`config.mk`:
```
export PLATFORM = sky130hd
export DESIGN_NAME = bscan_xcvr8
export DESIGN_NICKNAME = d
export VERILOG_FILES = /design/src/rtl/bscan_pkg.sv /design/src/rtl/bscan_tap_fsm.sv /design/src/rtl/bscan_ir.sv /design/src/rtl/bscan_bsr.sv /design/src/rtl/bscan_xcvr8.sv
export SDC_FILE = /design/constraint.sdc
export NUM_CORES = 1
export LEC_CHECK = 0
export ABC_CLOCK_PERIOD_IN_PS = 4059
export BUFFER_PORTS_ARGS = -buffer_cell sky130_fd_sc_hd__buf_2
export CAP_MARGIN = 40
export CORE_MARGIN = 1.5
export CORE_UTILIZATION = 48
export DETAILED_ROUTE_END_ITERATION = 6
export PLACE_DENSITY = 0.66
export SLEW_MARGIN = 40
export SYNTH_ARGS = -nofsm -noshare
export SYNTH_HDL_FRONTEND = slang
export SYNTH_SLANG_ARGS = --single-unit
```
`constraint.sdc`:
```
create_clock -name tck -period 4.06 [get_ports tck]
set_input_delay 0.812 -clock tck [delete_from_list [all_inputs] [get_ports tck]]
set_output_delay 0.812 -clock tck [all_outputs]
set_load 0.02 [all_outputs]
```
`src/rtl/bscan_pkg.sv`:
```
package bscan_pkg;

  localparam int unsigned IR_W = 8;

  localparam logic [IR_W-1:0] OP_BYPASS  = 8'hFF;
  localparam logic [IR_W-1:0] OP_EXTEST  = 8'h00;
  localparam logic [IR_W-1:0] OP_SAMPLE  = 8'h82;
  localparam logic [IR_W-1:0] OP_INTEST  = 8'h03;
  localparam logic [IR_W-1:0] OP_HIGHZ   = 8'h06;
  localparam logic [IR_W-1:0] OP_CLAMP   = 8'h87;
  localparam logic [IR_W-1:0] IR_CAPTURE = 8'h81;

  typedef enum logic [3:0] {
    ST_TLR,    ST_RTI,
    ST_SEL_DR, ST_CAP_DR, ST_SHF_DR, ST_EX1_DR, ST_PAU_DR, ST_EX2_DR, ST_UPD_DR,
    ST_SEL_IR, ST_CAP_IR, ST_SHF_IR, ST_EX1_IR, ST_PAU_IR, ST_EX2_IR, ST_UPD_IR
  } tap_state_e;

  typedef enum logic [2:0] {
    IN_BYPASS, IN_EXTEST, IN_SAMPLE, IN_INTEST, IN_HIGHZ, IN_CLAMP
  } instr_e;

  // Odd parity, or any opcode not in the table, falls back to bypass.
  function automatic instr_e decode_op(input logic [IR_W-1:0] op);
    instr_e res;
    res = IN_BYPASS;
    if (!(^op)) begin
      case (op)
        OP_EXTEST: res = IN_EXTEST;
        OP_SAMPLE: res = IN_SAMPLE;
        OP_INTEST: res = IN_INTEST;
        OP_HIGHZ:  res = IN_HIGHZ;
        OP_CLAMP:  res = IN_CLAMP;
        default:   res = IN_BYPASS;
      endcase
    end
    return res;
  endfunction

endpackage

```
`src/rtl/bscan_tap_fsm.sv`:
```
module bscan_tap_fsm
  import bscan_pkg::*;
(
  input  logic       tck,
  input  logic       rst_n,
  input  logic       tms,
  output tap_state_e state
);

  tap_state_e state_q;
  tap_state_e state_d;

  always_comb begin
    state_d = state_q;
    case (state_q)
      ST_TLR:    state_d = tms ? ST_TLR    : ST_RTI;
      ST_RTI:    state_d = tms ? ST_SEL_DR : ST_RTI;
      ST_SEL_DR: state_d = tms ? ST_SEL_IR : ST_CAP_DR;
      ST_CAP_DR: state_d = tms ? ST_EX1_DR : ST_SHF_DR;
      ST_SHF_DR: state_d = tms ? ST_EX1_DR : ST_SHF_DR;
      ST_EX1_DR: state_d = tms ? ST_UPD_DR : ST_PAU_DR;
      ST_PAU_DR: state_d = tms ? ST_EX2_DR : ST_PAU_DR;
      ST_EX2_DR: state_d = tms ? ST_UPD_DR : ST_SHF_DR;
      ST_UPD_DR: state_d = tms ? ST_SEL_DR : ST_RTI;
      ST_SEL_IR: state_d = tms ? ST_TLR    : ST_CAP_IR;
      ST_CAP_IR: state_d = tms ? ST_EX1_IR : ST_SHF_IR;
      ST_SHF_IR: state_d = tms ? ST_EX1_IR : ST_SHF_IR;
      ST_EX1_IR: state_d = tms ? ST_UPD_IR : ST_PAU_IR;
      ST_PAU_IR: state_d = tms ? ST_EX2_IR : ST_PAU_IR;
      ST_EX2_IR: state_d = tms ? ST_UPD_IR : ST_SHF_IR;
      ST_UPD_IR: state_d = tms ? ST_SEL_DR : ST_RTI;
      default:   state_d = ST_TLR;
    endcase
  end

  always_ff @(posedge tck or negedge rst_n) begin
    if (!rst_n) state_q <= ST_TLR;
    else        state_q <= state_d;
  end

  assign state = state_q;

endmodule

```
`src/rtl/bscan_ir.sv`:
```
module bscan_ir
  import bscan_pkg::*;
(
  input  logic       tck,
  input  logic       rst_n,
  input  tap_state_e state,
  input  logic       tdi,
  output logic       sr_lsb,
  output instr_e     instr
);

  logic [IR_W-1:0] sr_q, sr_d;
  logic            sr_en;
  logic [IR_W-1:0] act_q, act_d;
  logic            act_en;

  // Shifter, rising edge
  always_comb begin
    sr_en = (state == ST_CAP_IR) || (state == ST_SHF_IR);
    sr_d  = (state == ST_CAP_IR) ? IR_CAPTURE : {tdi, sr_q[IR_W-1:1]};
  end

  always_ff @(posedge tck or negedge rst_n) begin
    if (!rst_n)     sr_q <= IR_CAPTURE;
    else if (sr_en) sr_q <= sr_d;
  end

  // Active instruction, falling edge
  always_comb begin
    act_en = (state == ST_TLR) || (state == ST_UPD_IR);
    act_d  = (state == ST_TLR) ? OP_BYPASS : sr_q;
  end

  always_ff @(negedge tck or negedge rst_n) begin
    if (!rst_n)      act_q <= OP_BYPASS;
    else if (act_en) act_q <= act_d;
  end

  assign sr_lsb = sr_q[0];
  assign instr  = decode_op(act_q);

endmodule

```
`src/rtl/bscan_bsr.sv`:
```
module bscan_bsr #(
  parameter int unsigned      W       = 36,
  parameter logic [W-1:0]     UPD_RST = '0
) (
  input  logic         tck,
  input  logic         rst_n,
  input  logic         cap_en,
  input  logic         shf_en,
  input  logic         upd_en,
  input  logic         tdi,
  input  logic [W-1:0] cap_vec,
  output logic         sr_lsb,
  output logic [W-1:0] upd_vec
);

  logic [W-1:0] sr_q, sr_d;
  logic [W-1:0] upd_q;

  // One capture/shift cell per bit; the top cell takes tdi.
  for (genvar i = 0; i < W; i++) begin : g_cell
    logic shift_src;
    if (i == W-1) begin : g_top
      assign shift_src = tdi;
    end else begin : g_mid
      assign shift_src = sr_q[i+1];
    end
    assign sr_d[i] = cap_en ? cap_vec[i] : shift_src;
  end

  always_ff @(posedge tck or negedge rst_n) begin
    if (!rst_n)                 sr_q <= '0;
    else if (cap_en || shf_en)  sr_q <= sr_d;
  end

  always_ff @(negedge tck or negedge rst_n) begin
    if (!rst_n)      upd_q <= UPD_RST;
    else if (upd_en) upd_q <= sr_q;
  end

  assign sr_lsb  = sr_q[0];
  assign upd_vec = upd_q;

endmodule

```
`src/rtl/bscan_xcvr8.sv`:
```
module bscan_xcvr8
  import bscan_pkg::*;
#(
  parameter int unsigned NCH   = 8,
  parameter int unsigned SPARE = 2
) (
  input  logic           tck,
  input  logic           rst_n,
  input  logic           tms,
  input  logic           tdi,
  output logic           tdo,
  output logic           tdo_oe,
  input  logic           oe_n,
  input  logic           dir,
  input  logic [NCH-1:0] a_in,
  output logic [NCH-1:0] a_out,
  output logic           a_oe,
  input  logic [NCH-1:0] b_in,
  output logic [NCH-1:0] b_out,
  output logic           b_oe
);

  localparam int unsigned BSR_W   = 2 + 4*NCH + SPARE;
  localparam int unsigned OE_IDX  = BSR_W - 1;
  localparam int unsigned DIR_IDX = BSR_W - 2;
  localparam int unsigned BI_HI   = BSR_W - 3;
  localparam int unsigned BI_LO   = BI_HI - NCH + 1;
  localparam int unsigned BO_HI   = BI_LO - 1;
  localparam int unsigned BO_LO   = BO_HI - NCH + 1;
  localparam int unsigned AI_HI   = BO_LO - 1;
  localparam int unsigned AI_LO   = AI_HI - NCH + 1;
  localparam int unsigned AO_HI   = AI_LO - 1;
  localparam int unsigned AO_LO   = AO_HI - NCH + 1;
  localparam logic [BSR_W-1:0] UPD_RST = {1'b1, {(BSR_W-1){1'b0}}};

  // Reset: asserted asynchronously, released on a rising edge
  logic [1:0] rst_sync_q;
  logic       rst_sync_n;

  always_ff @(posedge tck or negedge rst_n) begin
    if (!rst_n) rst_sync_q <= 2'b00;
    else        rst_sync_q <= {rst_sync_q[0], 1'b1};
  end
  assign rst_sync_n = rst_sync_q[1];

  tap_state_e tap_state;
  instr_e     instr;
  logic       ir_lsb;

  bscan_tap_fsm u_fsm (
    .tck   (tck),
    .rst_n (rst_sync_n),
    .tms   (tms),
    .state (tap_state)
  );

  bscan_ir u_ir (
    .tck    (tck),
    .rst_n  (rst_sync_n),
    .state  (tap_state),
    .tdi    (tdi),
    .sr_lsb (ir_lsb),
    .instr  (instr)
  );

  // Data register selection
  logic sel_bsr;
  assign sel_bsr = (instr == IN_EXTEST) || (instr == IN_SAMPLE) || (instr == IN_INTEST);

  // Bypass cell
  logic byp_q, byp_d, byp_en;
  always_comb begin
    byp_en = !sel_bsr && ((tap_state == ST_CAP_DR) || (tap_state == ST_SHF_DR));
    byp_d  = (tap_state == ST_CAP_DR) ? 1'b0 : tdi;
  end

  always_ff @(posedge tck or negedge rst_sync_n) begin
    if (!rst_sync_n)  byp_q <= 1'b0;
    else if (byp_en)  byp_q <= byp_d;
  end

  // Boundary register
  logic [BSR_W-1:0] cap_vec, upd_vec;
  logic             bsr_lsb;
  logic [NCH-1:0]   core_to_b, core_to_a;

  always_comb begin
    if (instr == IN_INTEST) begin
      core_to_b = upd_vec[AI_HI:AI_LO];
      core_to_a = upd_vec[BI_HI:BI_LO];
    end else begin
      core_to_b = a_in;
      core_to_a = b_in;
    end
    cap_vec                = '0;
    cap_vec[OE_IDX]        = oe_n;
    cap_vec[DIR_IDX]       = dir;
    cap_vec[BI_HI:BI_LO]   = b_in;
    cap_vec[BO_HI:BO_LO]   = core_to_b;
    cap_vec[AI_HI:AI_LO]   = a_in;
    cap_vec[AO_HI:AO_LO]   = core_to_a;
  end

  bscan_bsr #(
    .W       (BSR_W),
    .UPD_RST (UPD_RST)
  ) u_bsr (
    .tck     (tck),
    .rst_n   (rst_sync_n),
    .cap_en  (sel_bsr && (tap_state == ST_CAP_DR)),
    .shf_en  (sel_bsr && (tap_state == ST_SHF_DR)),
    .upd_en  (sel_bsr && (tap_state == ST_UPD_DR)),
    .tdi     (tdi),
    .cap_vec (cap_vec),
    .sr_lsb  (bsr_lsb),
    .upd_vec (upd_vec)
  );

  logic unused_spare;
  assign unused_spare = ^upd_vec[SPARE-1:0];

  // Pin steering
  always_comb begin
    case (instr)
      IN_EXTEST, IN_INTEST, IN_CLAMP, IN_HIGHZ: begin
        a_out = upd_vec[AO_HI:AO_LO];
        b_out = upd_vec[BO_HI:BO_LO];
        a_oe  = (instr != IN_HIGHZ) && !upd_vec[OE_IDX] && !upd_vec[DIR_IDX];
        b_oe  = (instr != IN_HIGHZ) && !upd_vec[OE_IDX] &&  upd_vec[DIR_IDX];
      end
      default: begin
        a_out = b_in;
        b_out = a_in;
        a_oe  = !oe_n && !dir;
        b_oe  = !oe_n &&  dir;
      end
    endcase
  end

  // Serial output, falling edge
  logic tdo_d, tdo_oe_d;
  always_comb begin
    tdo_oe_d = (tap_state == ST_SHF_IR) || (tap_state == ST_SHF_DR);
    if (tap_state == ST_SHF_IR)      tdo_d = ir_lsb;
    else if (tap_state == ST_SHF_DR) tdo_d = sel_bsr ? bsr_lsb : byp_q;
    else                             tdo_d = 1'b0;
  end

  always_ff @(negedge tck or negedge rst_sync_n) begin
    if (!rst_sync_n) begin
      tdo    <= 1'b0;
      tdo_oe <= 1'b0;
    end else begin
      tdo    <= tdo_d;
      tdo_oe <= tdo_oe_d;
    end
  end

endmodule

```
### Yosys cells after proc, flatten, opt, wreduce, memory -nomap -nowiden

Cells that the tools add are included.

| cells by class | value |
|---|---|
| reduce and logical (&&, ||, !) cells | 28 |
| eq/ne operators | 25 |
| muxes and demuxes | 63 |

Operators by type and width:

| operator | count |
|---|---|
| 8-bit 2-to-1 mux | 6 |
| 4-bit one-hot mux with 12 select lines | 1 |
| 1-bit 2-to-1 mux | 45 |
| 4-bit equality test (second input constant) | 8 |
| 4-bit by 3-bit equality test with 1-bit output (second input constant) | 4 |
| 8-bit equality test (second input constant) | 2 |
| 4-bit 2-to-1 mux | 4 |
| 3-bit one-hot mux with 5 select lines | 1 |
| 1-bit logical AND | 9 |
| 3-bit 2-to-1 mux | 3 |
| 4-bit by 2-bit equality test with 1-bit output (second input constant) | 2 |
| 8-bit by 2-bit equality test with 1-bit output (second input constant) | 1 |
| 8-bit by 3-bit equality test with 1-bit output (second input constant) | 1 |
| 8-bit logical NOT | 1 |
| 8-bit parity | 1 |
| 1-bit logical OR | 7 |
| 3-bit by 2-bit equality test with 1-bit output (second input constant) | 2 |
| 3-bit equality test (second input constant) | 2 |
| 2-bit 2-to-1 mux | 3 |
| 1-bit logical NOT | 5 |
| 4-bit by 1-bit equality test with 1-bit output (second input constant) | 1 |
| 4-bit logical NOT | 1 |
| 2-bit OR reduction | 2 |
| 4-bit OR reduction | 1 |
| 3 further kinds | 3 |

| storage, ports and cells | value |
|---|---|
| bits in registers | 97 |
| input port bits | 22 |

### Depth between registers and ports, before layout

Gate-level depths: netlist of run 1.

| depth | value |
|---|---|
| depth after elaboration | 9 |
| gate-level depth with buffers | 8 |
| mapped depth without buffers | 7 |

### Hierarchy

From an unflattened synthesis of run 1, not the netlist that was laid out.

| unflattened totals | value |
|---|---|
| cell total of the unflattened synthesis | 437 |
| area total of the unflattened synthesis | 5,119.9 um^2 |

By module, submodules not included:

| module | area each (um^2) | seq. area each (um^2) | instances | cells an instance |
|---|---|---|---|---|
| bscan_bsr | 3,155.5 | 1,803.0 | 1 | 233 |
| bscan_ir | 912.1 | 412.9 | 1 | 100 |
| bscan_xcvr8 | 738.2 | 125.1 | 1 | 67 |
| bscan_tap_fsm | 314.1 | 100.1 | 1 | 37 |

==> reports/metrics.yaml, run 1 <==
gp_congestion: 0.793
routed-wl-met2_um: 5700
synth_warnings: 0
cts_buffers: 9
path_buf_inv: 4
end_kind: "output port"
swShare: 0.365
fillers: 725
postCtsHoldBufs: 0
maxSlewHeadroom: 0.551
fin_skew_ps: 60.2
power_density_nw_per_um2: 546
hold_viol_final: 0
setup_ws_ps: -1290
final_cells: 656
cpPeakStageDelay_ps: 550
p_int_uw: 2240
fin_nets: 548
clkPwrFrac: 0.189
dieArea_um2: 10700
worst_pin_slew_ps: 673
critPathRequiredTime_ps: 3250
drv_cap: 0
fp-row-count: 36
ant_nets: 0
dp_hpwl_um: 7380
drt-met1-wl_um: 5350
rsz0062_at_grt: "yes"
critical_path_class: "reg2out"
top_layer: "met4"
pin_count: 42
clk_latency_ps: 400
p_leak_uw: 0.00321
cts_max_path_buffers: 2
synth_seq_cells: 95
syn_to_final_growth_pct: 33.2
switchingPower_uw: 1290
max-vdd-ir-drop_mv: 0.706
critPathLaunchType: "flip-flop"
die_w_um: 103
violations: "setup timing"
drt-initial-drc-count: 188
layout-drive-gt1-share: 0.461
power_frac_seq: 0.326
h-tree-depth: 3
drc_errors: 0
antenna_found_initial: 0
diodes: 0
dp.cells: 614
grt_overflow: 0
wl_per_cell_um: 17.7
cp_top_family: "flip-flops"
route.met3.wl_um: 412
holdWs_ps: 206
synth_cells: 426
io_buffers: 41
combPwrFrac: 0.485
finalCoreUtilization: 0.660
ys_types: 51
fin_total_pwr_uw: 3520
hp-class: "in2async"
wirelength_um: 11600
cts-root-buf: "clkbuf_8"
worst-path-max-fanout: 6
path_cells: "inv_2 -> ha_4 -> xor2_4 -> xnor2_4 -> a21oi_4 -> buf_12 -> buf_8 -> mux2_4 -> buf_6"
slew_violations: 0
yosysSeqAreaShare: 0.494
clkTransAtPathRegs_ps: 90
synth_ff_type: "dfrtp_1"
status: "finished, violations left"
synth_area_um2: 4840
clock-sinks: 95
finalSetupTns_ps: -37980
async_flop_share: 1.00
start_util: 0.496
syn-num-nets: 456
cp_slowest_cell: "dfstp_2"
grt_usage: 0.230
cts_tree: "built"
grt_start_max_net_pins: 48
avgSynthCellArea_um2: 11.4
firstDrtPassIters: 5
synth_edf_count: 0
cp.arrival_ps: 4540
viasPerCell: 5.56
die_y_um: 103
setup_viol: 55
vias: 3646
first_global_vias: 3714
core_area_um2: 9770
grt_first_pass_wirelength_um: 18600
-- logic make-up after synthesis --
group | share of synthesized area
compound gates | 0.149
flops | 0.494
simple gates | 0.0956
mux | 0.190
buf+inv | 0.0403
fa+ha+maj | 0.0207
xor+xnor | 0.0103
other cells | 0.000774
-- state kept, by name, indices dropped and copies added (netlist names) --
signal         flops
u_fsm.state        4
byp_q              1
tdo                1
rst_sync_q         2
u_ir.sr_q          8
u_ir.act_q         8
tdo_oe             1
u_bsr.upd_vec     34
u_bsr.sr_q        36
-- power groups by stage --
stage                     clock network (µW)  registers, µW  logic, µW
after floorplan                         15.2           1180        923
after global placement                  15.2           1160       1320
after detailed placement                15.2           1170       1370
after CTS                                688           1150       1560
after global routing                     733           1160       1840
final                                    665           1150       1710
-- synth_stat cells (2+ instances only) --
cell,number,area share
dfrtp_1,49,0.25
o21ai_0,49,0.051
nand2_1,44,0.034
dfrtn_1,35,0.18
mux2_4,29,0.090
a22oi_1,27,0.042
mux2i_1,26,0.054
mux2_2,20,0.047
clkbuf_1,16,0.012
inv_1,15,0.012
nor2_1,13,0.010
dfstp_2,11,0.060
o22ai_1,11,0.014
o21ai_1,10,0.010
ha_1,8,0.021
a21oi_1,6,0.0062
buf_2,6,0.0062
nand3_1,6,0.0062
buf_6,4,0.0093
nor2b_1,4,0.0052
a21o_1,2,0.0031
a22o_1,2,0.0036
a311oi_1,2,0.0036
nand2b_1,2,0.0026
nor3_1,2,0.0021
nor4_4,2,0.0088
-- layout make-up --
type | instances | area (µm²) | area share
tap | 133 | 166 | 0.0258
clock buffer | 11 | 163 | 0.0252
inverter | 14 | 52.6 | 0.00815
timing repair buffer | 100 | 973 | 0.151
clock inverter | 14 | 75.1 | 0.0116
sequential | 95 | 2390 | 0.371
multi-input combinational | 289 | 2630 | 0.407
-- worst paths after layout --
path	from	endpoint	slack (ps)	depth (start not counted)
worst min register to register	rst_sync_q[0]	rst_sync_q[1]	360	0
worst max-delay path	u_ir.act_q[7]	a_out[3]	-1290	9
min in group tck	rst_sync_q[0]	rst_sync_q[1]	360	0
worst max register to register	u_ir.act_q[7]	u_bsr.sr_q[18]	-510	10
worst min-delay path	rst_n	rst_sync_q[1]	210	1
max in group asynchronous	rst_sync_q[1]	u_bsr.upd_vec[16]	1120	1
-- repair_timing --
action	in CTS	in global routing
gates resized for setup	81	41
pin swaps	9	16
cloned	3	0
setup buffers	12	4
endpoints found under the setup margin	55	55
-- placed cells by master, fill, tap and decap left out, types with 4 or more instances in the layout --
cell,Yosys,final
buf_2,6,23
a21oi_1,6,6
a22oi_2,0,12
nand2_1,44,44
clkbuf_8,0,10
o22ai_1,11,7
o21ai_1,10,13
buf_4,0,39
o22ai_2,0,4
nor2_1,13,11
mux2_4,29,45
mux2_2,20,4
dfrtp_1,49,48
nor2b_1,4,4
ha_4,0,5
dfstp_2,11,11
mux2i_1,26,26
buf_12,0,11
dfrtn_1,35,35
a22oi_1,27,15
inv_1,15,19
o21ai_2,0,18
nand3_1,6,6
inv_2,0,4
buf_6,4,22
o21ai_0,49,28
-- stage by stage --
stage	setup slack [ps]	instance area, µm²
final	-1290	6450
after detailed placement	-1010	5600
after global routing	-1380	6450
after global placement	-993	5600
after floorplan	-817	4990
after CTS	-1310	6290
-- layer usage --
layer,global-route usage,up-vias
met4,0.0686,0
met2,0.378,73
met3,0.0457,12
met1,0.309,1841
met5,0,-
li1,-,1720
(Power assumes the default switching activity.)
==> run 2: changes to the inputs <==
--- a/config.mk
+++ b/config.mk
@@ -8,6 +8,7 @@
 export ABC_CLOCK_PERIOD_IN_PS = 4059
 export BUFFER_PORTS_ARGS = -buffer_cell sky130_fd_sc_hd__buf_2
 export CAP_MARGIN = 40
+export CORE_ASPECT_RATIO = 0.6
 export CORE_MARGIN = 1.5
 export CORE_UTILIZATION = 48
 export DETAILED_ROUTE_END_ITERATION = 6
==> reports/metrics.yaml, run 2 (synthesis results as in run 1) <==
status: "finished, violations left"
violations: "setup timing"
grt_start_max_net_pins: 62
hp-class: "in2async"
wirelength_um: 12500
slew_violations: 0
io_buffers: 41
timing.rr.start: "u_ir.act_q[3]"
wl_per_cell_um: 18.9
gp_congestion: 0.801
dp_hpwl_um: 7440
worst-path-max-fanout: 18
pin_count: 42
post-route-cell-area_um2: 6570
combPwrFrac: 0.445
worst_pin_slew_ps: 683
fillers: 721
drc_errors: 0
diodes: 0
cp.arrival_ps: 4540
rrSetupSlack_ps: -500
swShare: 0.357
power_density_nw_per_um2: 558
clk_latency_ps: 400
core_area_um2: 9840
cts-root-buf: "clkbuf_16"
clkPwrFrac: 0.243
clock-sinks: 95
ant_nets: 0
grt_overflow: 0
fin_skew_ps: 56.1
first_global_vias: 3754
timing.critical_path.from: "u_ir.act_q[7]"
start_util: 0.492
setup_viol: 55
viasPerCell: 5.70
dpl_cell_area_um2: 5610
final_common_cell: "dfrtp_1"
critPathLaunchType: "flip-flop"
firstDrtPassIters: 5
syn_to_final_growth_pct: 35.6
rsz0062_at_grt: "yes"
r2r_cells: 12
top_register: "u_bsr.sr_q"
fin_nets: 554
h-tree-depth: 3
die_w_um: 133
vias: 3784
grt_usage: 0.245
hold_viol_final: 0
cts_buffers: 9
die_y_um: 80.8
holdWs_ps: 238
critical_path_class: "reg2out"
power_frac_seq: 0.313
p_int_uw: 2360
max-vdd-ir-drop_mv: 0.314
crit_end: "a_out[5]"
final_cell_mix: "dfrtp_1 (48), buf_2 (40), mux2_4 (37), dfrtn_1 (35), buf_4 (32)"
maxSlewHeadroom: 0.544
antenna_found_initial: 0
clkTransAtPathRegs_ps: 60
drv_cap: 0
reg2reg_to: "u_bsr.sr_q[25]"
cts_tree: "built"
critPathRequiredTime_ps: 3250
end_kind: "output port"
p_leak_uw: 0.00323
dieArea_um2: 10700
layout-drive-gt1-share: 0.476
drt-initial-drc-count: 251
switchingPower_uw: 1310
setup_ws_ps: -1300
largest_reg_flops: 36
fp-row-count: 28
cts_max_path_buffers: 2
grt_first_pass_wirelength_um: 20000
==> run 2: cell types whose count changed in the layout (fill, tap and decap cells not counted), sizes merged <==
cell,previous run,this run
inv,26,24
bufbuf,1,0
bufinv,0,1
buf,98,106
==> run 2: final cells by class <==
| type | count | area (µm²) | share of cell area |
|---|---|---|---|
| Clock buffer | 12 | 246 | 0.0375 |
| Clock inverter | 13 | 85.1 | 0.0130 |
| Inverter | 14 | 52.6 | 0.00800 |
| Multi-Input combinational cell | 289 | 2640 | 0.402 |
| Sequential cell | 95 | 2390 | 0.365 |
| Tap cell | 135 | 169 | 0.0257 |
| Timing Repair Buffer | 106 | 982 | 0.150 |
==> run 2: how the worst min path moves through the flow <==
stage,startpoint,endpoint,cells past startpoint
2_1_floorplan,rst_sync_q[0],rst_sync_q[1],0
3_3_place_gp,rst_sync_q[1],u_fsm.state[3],0
3_5_place_dp,rst_sync_q[1],u_fsm.state[3],0
4_1_cts,rst_n,rst_sync_q[1],1
5_1_grt,rst_n,rst_sync_q[1],1
6_report,rst_n,rst_sync_q[1],1
==> run 2: worst max-delay path: stages, from the launching register on <==
cell and delay, ps:
dfstp_2 550, ha_2 220, buf_4 120, a22o_1 170
o2111ai_2 170, a21oi_4 180, buf_12 200, mux2_2 350
buf_2 160
==> run 2: per-layer routing <==
metal,GRT usage,wire length [µm],vias up
li1,-,-,1751
met1,0.338,5810,1911
met2,0.394,5870,109
met3,0.0599,717,13
met4,0.0659,143,0
met5,0,0,-
==> run 2: timing repair <==
action                     4_1_cts  5_1_grt
setup endpoints to repair       55       55
resized for setup               87       29
hold buffers                     0        0
buffers inserted                13        3
cloned                           7        0
pin swaps                       11        5
==> run 2: power groups by stage <==
stage | logic, µW | clock network (µW) | registers (µW)
after floorplan | 923 | 15.2 | 1180
after global placement | 1340 | 15.2 | 1150
after detailed placement | 1400 | 15.2 | 1160
after CTS | 1560 | 903 | 1150
after global routing | 1740 | 947 | 1160
final | 1630 | 890 | 1150
==> run 2: stage by stage <==
stage,setup TNS [ps],worst slack (ps),util,cells,power [µW]
final,-38400,-1300,0.667,664,3670
after floorplan,-17250,-817,-,426,2120
after detailed placement,-26010,-953,0.570,617,2570
after CTS,-34800,-1290,0.652,661,3610
after global routing,-43680,-1410,0.667,664,3850
after global placement,-28630,-888,0.567,615,2510
==> run 3: changes to the inputs <==
--- a/config.mk
+++ b/config.mk
@@ -8,10 +8,10 @@
 export ABC_CLOCK_PERIOD_IN_PS = 4059
 export BUFFER_PORTS_ARGS = -buffer_cell sky130_fd_sc_hd__buf_2
 export CAP_MARGIN = 40
-export CORE_ASPECT_RATIO = 0.6
 export CORE_MARGIN = 1.5
 export CORE_UTILIZATION = 48
 export DETAILED_ROUTE_END_ITERATION = 6
+export GPL_TIMING_DRIVEN = 0
 export PLACE_DENSITY = 0.66
 export SLEW_MARGIN = 40
 export SYNTH_ARGS = -nofsm -noshare
==> reports/metrics.yaml, run 3 (synthesis results as in run 1) <==
fp-row-count: 36
gp_congestion: 0.789
diodes: 0
top_register: "u_bsr.sr_q"
viasPerCell: 5.72
cts_buffers: 9
use_met2: 0.368
dp_hpwl_um: 7620
violations: "setup timing"
fillers: 777
grt_usage: 0.232
power_density_nw_per_um2: 544
register_area_um2: 2390
wl_per_cell_um: 18.6
setup_viol: 55
setup_ws_ps: -1300
clk_latency_ps: 400
path_cells: "inv_4 -> ha_4 -> xnor2_4 -> xnor2_4 -> a21oi_4 -> buf_12 -> clkbuf_16 -> mux2_4 -> buf_6"
slew_violations: 0
grt_start_max_net_pins: 39
top_usage_layer: "met2"
die_w_um: 103
cts_tree: "built"
drt-initial-drc-count: 231
final_common_cell: "dfrtp_1"
end_kind: "output port"
path_buf_inv: 4
max-vdd-ir-drop_mv: 0.710
worst-path-max-fanout: 5
crit_top_cell: "xnor2_4"
io_buffers: 41
p_leak_uw: 0.00309
rsz0062_at_grt: "yes"
dpl_worst_slack_ps: -1220
dieArea_um2: 10700
ant_nets: 0
h-tree-depth: 3
start_util: 0.496
final_cell_mix: "dfrtp_1 (48), mux2_4 (45), nand2_1 (44), dfrtn_1 (35), o21ai_0 (32)"
grt_overflow: 0
drc_errors: 0
clock-sinks: 95
layout-drive-gt1-share: 0.397
dp.cells: 602
fin_skew_ps: 61.9
critPathRequiredTime_ps: 3250
clkTransAtPathRegs_ps: 90
use_met3: 0.0470
final_cells: 650
critical_path_class: "reg2out"
antenna_found_initial: 0
largest_reg_flops: 36
cp_slowest_cell: "dfstp_2"
status: "finished, violations left"
use_met1: 0.323
multi_input_area_um2: 2570
worst_pin_slew_ps: 823
cts-root-buf: "clkbuf_8"
maxSlewHeadroom: 0.451
critPathLaunchType: "flip-flop"
drv_cap: 0
postCtsHoldBufs: 0
fin_nets: 542
cts_max_path_buffers: 2
vias: 3721
cp_top_family: "flip-flops"
grt_first_pass_wirelength_um: 18700
hold_viol_final: 0
cp.arrival_ps: 4550
first_global_vias: 3513
cpPeakStageDelay_ps: 600
hp-class: "reg2async"
firstDrtPassIters: 5
wirelength_um: 12100
core_area_um2: 9770
pin_count: 42
die_y_um: 103
syn_to_final_growth_pct: 29.6
## run 3: changes by cell type in the layout (fill, tap and decap cells not counted), moves of 10 or more
cell and delta:
o21ai_1 -12, clkbuf_1 +11, clkbuf_8 +12, buf_2 -16
a22oi_1 +11, a22oi_2 -11, nand2_2 -10, buf_4 -16
nand2_1 +16, o21ai_0 +10
## run 3: what timing repair did
action	in CTS	in global routing
gates resized for setup	61	61
cloned	2	1
pin swaps	8	11
buffers inserted	11	10
setup endpoints to repair	54	55
## run 3: layout make-up
cell class                      instances  area share
Multi-Input combinational cell        289       0.410
Sequential cell                        95       0.382
Timing Repair Buffer                   67      0.0969
Buffer                                 27      0.0363
Tap cell                              133      0.0265
Clock buffer                           10      0.0203
Clock inverter                         15      0.0193
Inverter                               14     0.00877
## run 3: report_power, final
part	leakage, µW	internal (µW)	switching, µW	total [µW]
logic	0.00184	677	820	1500
clock network	0.000157	361	369	730
registers	0.00109	1080	107	1190
total	0.00309	2120	1300	3410
## run 3: stage by stage
stage | total power (µW) | TNS, ps | area [µm²] | utilization | hold WS (ps)
after global placement | 2300 | -35090 | 5360 | 0.548 | 340
final | 3410 | -37910 | 6280 | 0.642 | 217
after CTS | 3270 | -33330 | 5930 | 0.607 | 207
after floorplan | 2120 | -17250 | 4990 | - | 331
after global routing | 3590 | -42070 | 6280 | 0.642 | 201
after detailed placement | 2350 | -35120 | 5400 | 0.553 | 222
## run 3: worst register-to-register path: cells and delay by family (launching register included)
family,cells,cell delay (ps)
buffers and inverters,5,640
flip-flops,1,600
AND/OR/NAND/NOR,1,530
XOR/XNOR,2,310
adder cells (fa/ha/maj),1,260
AO/OA/AOI/OAI,1,130
## run 3: worst paths after layout
kind	startpoint	to	slack, ps	depth (start not counted)
setup / recovery	u_ir.act_q[0]	b_out[1]	-1300	9
hold / removal	rst_sync_q[1]	u_bsr.sr_q[28]	220	0
setup reg to reg	u_ir.act_q[0]	u_bsr.sr_q[5]	-560	10
hold reg to reg	rst_sync_q[1]	u_bsr.sr_q[28]	220	0
max in group asynchronous	rst_sync_q[1]	u_bsr.upd_vec[35]	1260	1
min in group tck	rst_sync_q[0]	rst_sync_q[1]	370	0
## run 3: layer usage
metal / vias to the layer above / part of all wire
met1: 1903 / 0.46
met4: 0 / 0.014
met2: 97 / 0.48
met5: - / 0
met3: 13 / 0.047
li1: 1708 / -
